## src/rtl/cfg_chain_loader.sv

```systemverilog
module cfg_chain_loader #(
  parameter int N_PINS    = 4,
  parameter int CHAIN_LEN = 6,
  parameter int FLAG_PIN  = 0
) (
  input  logic                        clk,
  input  logic                        rst_n,
  input  logic                        shift_en,
  input  logic                        shift_last,
  input  logic [N_PINS-1:0]           test_in,
  output logic [N_PINS-1:0]           scan_out,
  output logic [N_PINS*CHAIN_LEN-1:0] cfg_bits,
  output logic                        scan_sel,
  output logic                        mode_flag
);

  localparam int CFG_W = N_PINS * CHAIN_LEN;

  logic ctrl_shift;
  logic load_end;

  assign ctrl_shift = shift_en && !scan_sel;
  assign load_end   = shift_en && shift_last;
  assign scan_out   = scan_sel ? test_in : '0;

  for (genvar p = 0; p < N_PINS; p++) begin : g_chain
    logic [CHAIN_LEN-1:0] bits_q;
    always_ff @(posedge clk or negedge rst_n) begin
      if (!rst_n)          bits_q <= '0;
      else if (ctrl_shift) bits_q <= {bits_q[CHAIN_LEN-2:0], test_in[p]};
    end
    assign cfg_bits[p*CHAIN_LEN +: CHAIN_LEN] = bits_q;
  end

  always_ff @(posedge clk or negedge rst_n) begin
    if (!rst_n)        mode_flag <= 1'b0;
    else if (load_end) mode_flag <= scan_sel ? test_in[FLAG_PIN] : 1'b1;
  end

  always_ff @(posedge clk or negedge rst_n) begin
    if (!rst_n)         scan_sel <= 1'b0;
    else if (!shift_en) scan_sel <= mode_flag;
  end

  p_cfg_hold_r3: assert property (@(posedge clk) disable iff (!rst_n)
    (!shift_en || scan_sel) |=> $stable(cfg_bits))
    else $error("cfg_bits moved outside a control load");

  p_ctrl_sets_flag_r4: assert property (@(posedge clk) disable iff (!rst_n)
    (shift_en && shift_last && !scan_sel) |=> mode_flag)
    else $error("flag not set after control load");

  p_scan_flag_r5: assert property (@(posedge clk) disable iff (!rst_n)
    (shift_en && shift_last && scan_sel) |=> (mode_flag == $past(test_in[FLAG_PIN])))
    else $error("flag not taken from scan stream");

  p_sel_stable_r6: assert property (@(posedge clk) disable iff (!rst_n)
    shift_en |=> $stable(scan_sel))
    else $error("select changed during a load");

  p_sel_follow_r6: assert property (@(posedge clk) disable iff (!rst_n)
    !shift_en |=> (scan_sel == $past(mode_flag)))
    else $error("select did not follow flag");

  p_flag_hold_r8: assert property (@(posedge clk) disable iff (!rst_n)
    !(shift_en && shift_last) |=> $stable(mode_flag))
    else $error("flag changed outside load end");

  initial begin
    if (CHAIN_LEN < 2 || FLAG_PIN >= N_PINS || CFG_W < 2)
      $error("bad parameters");
  end

endmodule

```

## config.mk

```make
export PLATFORM = sky130hd
export DESIGN_NAME = cfg_chain_loader
export DESIGN_NICKNAME = d
export VERILOG_FILES = /design/src/rtl/cfg_chain_loader.sv
export SDC_FILE = /design/constraint.sdc
export NUM_CORES = 1
export LEC_CHECK = 0
export BUFFER_PORTS_ARGS = -buffer_cell sky130_fd_sc_hd__buf_2
export CORE_UTILIZATION = 48
export DETAILED_ROUTE_END_ITERATION = 16
export PLACE_DENSITY = 0.79
export SLEW_MARGIN = 20
export SYNTH_ARGS = -nofsm -noshare
export SYNTH_HDL_FRONTEND = slang
export SYNTH_SLANG_ARGS = --single-unit
```

## constraint.sdc

```tcl
create_clock -name clk -period 1.9 [get_ports clk]
set_clock_uncertainty 0.1 [all_clocks]
set_input_delay 0.095 -clock clk [delete_from_list [all_inputs] [get_ports clk]]
set_output_delay 0.095 -clock clk [all_outputs]
set_load 0.02 [all_outputs]
```

==> out/qor.yml <==
yosys:
  ys_seq_area_frac: 0.586
  synth_fp_nets: 70
  ys_ff_latch: 26
  syn_area_mm2: 0.00111
  yosys_warnings: 0
  yosysUniqueCellTypes: 10
  netlist.top_cell.by_area: "dfrtp_1"
  synth_cells: 62
  synth_area_per_cell_um2: 17.9
  synth_top_area_frac: 0.586
  netlist_top_cells_area: "dfrtp_1 59%, mux2_4 27%, mux2_2 5.1%"
setup_path:
  cpMostUsedCell: "dlygate4sd3_1"
  startpoint_type: "input pin"
  cpPeakStageDelay_ns: 0.58
  worst-path-buf-inv: 3
  cp_max_fo: 4
  crit_type: "in2reg"
  required_ns: 1.99
  reg2reg_slack_ns: 0.48
  worst_r2r_startpoint: "scan_sel"
  rr_worst_depth: 3
  path_cells: "dlygate4sd3_1, buf_2, a21oi_1, a41oi_1, dlygate4sd3_1"
  crit_slowest_cell: "dlygate4sd3_1"
  cp-end-kind: "flip-flop"
  r2r-end: "g_chain[0].bits_q[5]"
  arrival_ns: 1.53
  crit_family: "buffers and inverters"
sta:
  hold_viol: 0
  slew-limit-headroom: 0.636
  setup_viol: 0
  worst_pin_slew_ns: 0.546
  fin_crit_sh: 0.757
  rsz0062_at_grt: "false"
  drv_slew: 0
  fin_crit_ns: 1.44
  final.setup.tns_ns: 0
  clock.fmax_mhz: 696
global_routing:
  grt_max_degree: 27
  grtUsageTotal: 0.145
  grt_pass1_vias: 610
  grt-ovfl-total: 0
  grt_pass1_wl_um: 2750
  grt_antenna_before_repair: 0
cells_and_area:
  layout_commonest_cell: "buf_2"
  area_growth_pct: 26.3
  fill_cells: 170
  antenna_cells: 0
  seqCellArea_um2: 651
  multi_input_area_um2: 409
  final_nets: 119
  final_cell_mix: "37 x buf_2, 26 x dfrtp_1, 20 x mux2_4"
  layout-drive-gt1-share: 0.624
power_and_ir_drop:
  p_leak_nw: 0.706
  peakVddDrop_v: 0.000922
  power_mw: 2.31
  power.density_mw_per_mm2: 1650
clock_tree:
  cts_buffer_depth: 2
  cts_buffers: 3
  cts_resized: 0
  htreeDepth: 1
  post_cts_buffers: 0
  root_buffer: "clkbuf_4"
  insertion_delay_ns: 0.30
  cts_tree: "built"
  clock_sinks: 26
  cts.clk_slew.worst_paths_ns: 0.12
worst_hold_path:
  hp-class: "in2async"
routing:
  wl_um: 1720
  wl_per_cell_um: 12.6
  firstDrtPassIters: 10
  ant_nets: 0
  drt_iter0_drc: 8
  vias_per_cell: 4.74
  wl_met2_um: 857
  routed-wl-met3_um: 63
  top_layer_used: "met4"
  wl_met1_um: 782
  vias: 650
  drcViolationCount: 2
floorplan:
  die_area_mm2: 0.00251
  start_util: 0.507
  die_y_um: 50.1
  ios: 38
  die_x_um: 50.1
  rows: 17
  core_mm2: 0.00219
outcome:
  violations: "DRC"
  outcome: "finished with violations"
placed_design:
  place.gp.congestion: 0.699
  dpl.hpwl_um: 1170
  place.port_buffers: 37
job:
  max_cap_viol_count: 0
## repair_timing
action / in CTS / in global routing
hold endpoints to repair: 32 / 0
setup endpoints to repair: 0 / 0
hold buffers: 8 / 0
## flip-flops by register name, summed over array words and instances (netlist names)
signal / cells
scan_sel: 1
g_chain.bits_q: 24
mode_flag: 1
## per-stage QoR
step                      area (µm²)  std cells  setup slack [ns]   util  hold slack, ns
after floorplan                 1110         62             0.485      -          -0.301
after global placement          1300        126             0.529  0.593         0.00401
after detailed placement        1300        126             0.481  0.593          0.0160
after CTS                       1400        137             0.468  0.640           0.207
after global routing            1400        137             0.401  0.640           0.243
final                           1400        137             0.463  0.640           0.195
## cells in the mapped netlist, drive strengths merged
cell,count
dfrtp,26
mux2,25
and2,4
buf,3
a21oi,1
a41oi,1
inv,1
nor2b,1
## worst max path at each step
| stage | cells after the start | end | slack, ns | startpoint |
|---|---|---|---|---|
| detailed placement | 3 | g_chain[3].bits_q[5] | 0.48 | scan_sel |
| CTS | 3 | g_chain[0].bits_q[5] | 0.47 | scan_sel |
| global route | 2 | mode_flag | 0.40 | scan_sel |
| global placement | 3 | g_chain[2].bits_q[5] | 0.53 | scan_sel |
| floorplan | 4 | g_chain[0].bits_q[0] | 0.49 | scan_sel |
| finish | 5 | mode_flag | 0.46 | shift_en |
## per-layer routing
layer / up-vias / GRT usage
li1: 310 / -
met1: 318 / 0.196
met2: 20 / 0.233
met3: 2 / 0.00926
met4: 0 / 0.0714
met5: - / 0
## layout make-up
type / count / area share
timing repair buffer: 47 / 0.200
tap: 28 / 0.0250
sequential: 26 / 0.464
multi-input combinational: 32 / 0.292
clock buffer: 3 / 0.0161
inverter: 1 / 0.00268
## logic make-up after synthesis
kind of cell,synth area share
AO/OA/AOI/OAI,0.0124
buffers and inverters,0.0496
flip-flops,0.586
multiplexers,0.321
AND/OR/NAND/NOR,0.0304
## where the power goes
part	switching [mW]	internal, mW
sequential	0.194	0.810
combinational	0.544	0.556
clock	0.136	0.0738
Note: power is estimated with default switching activity, not from simulation.
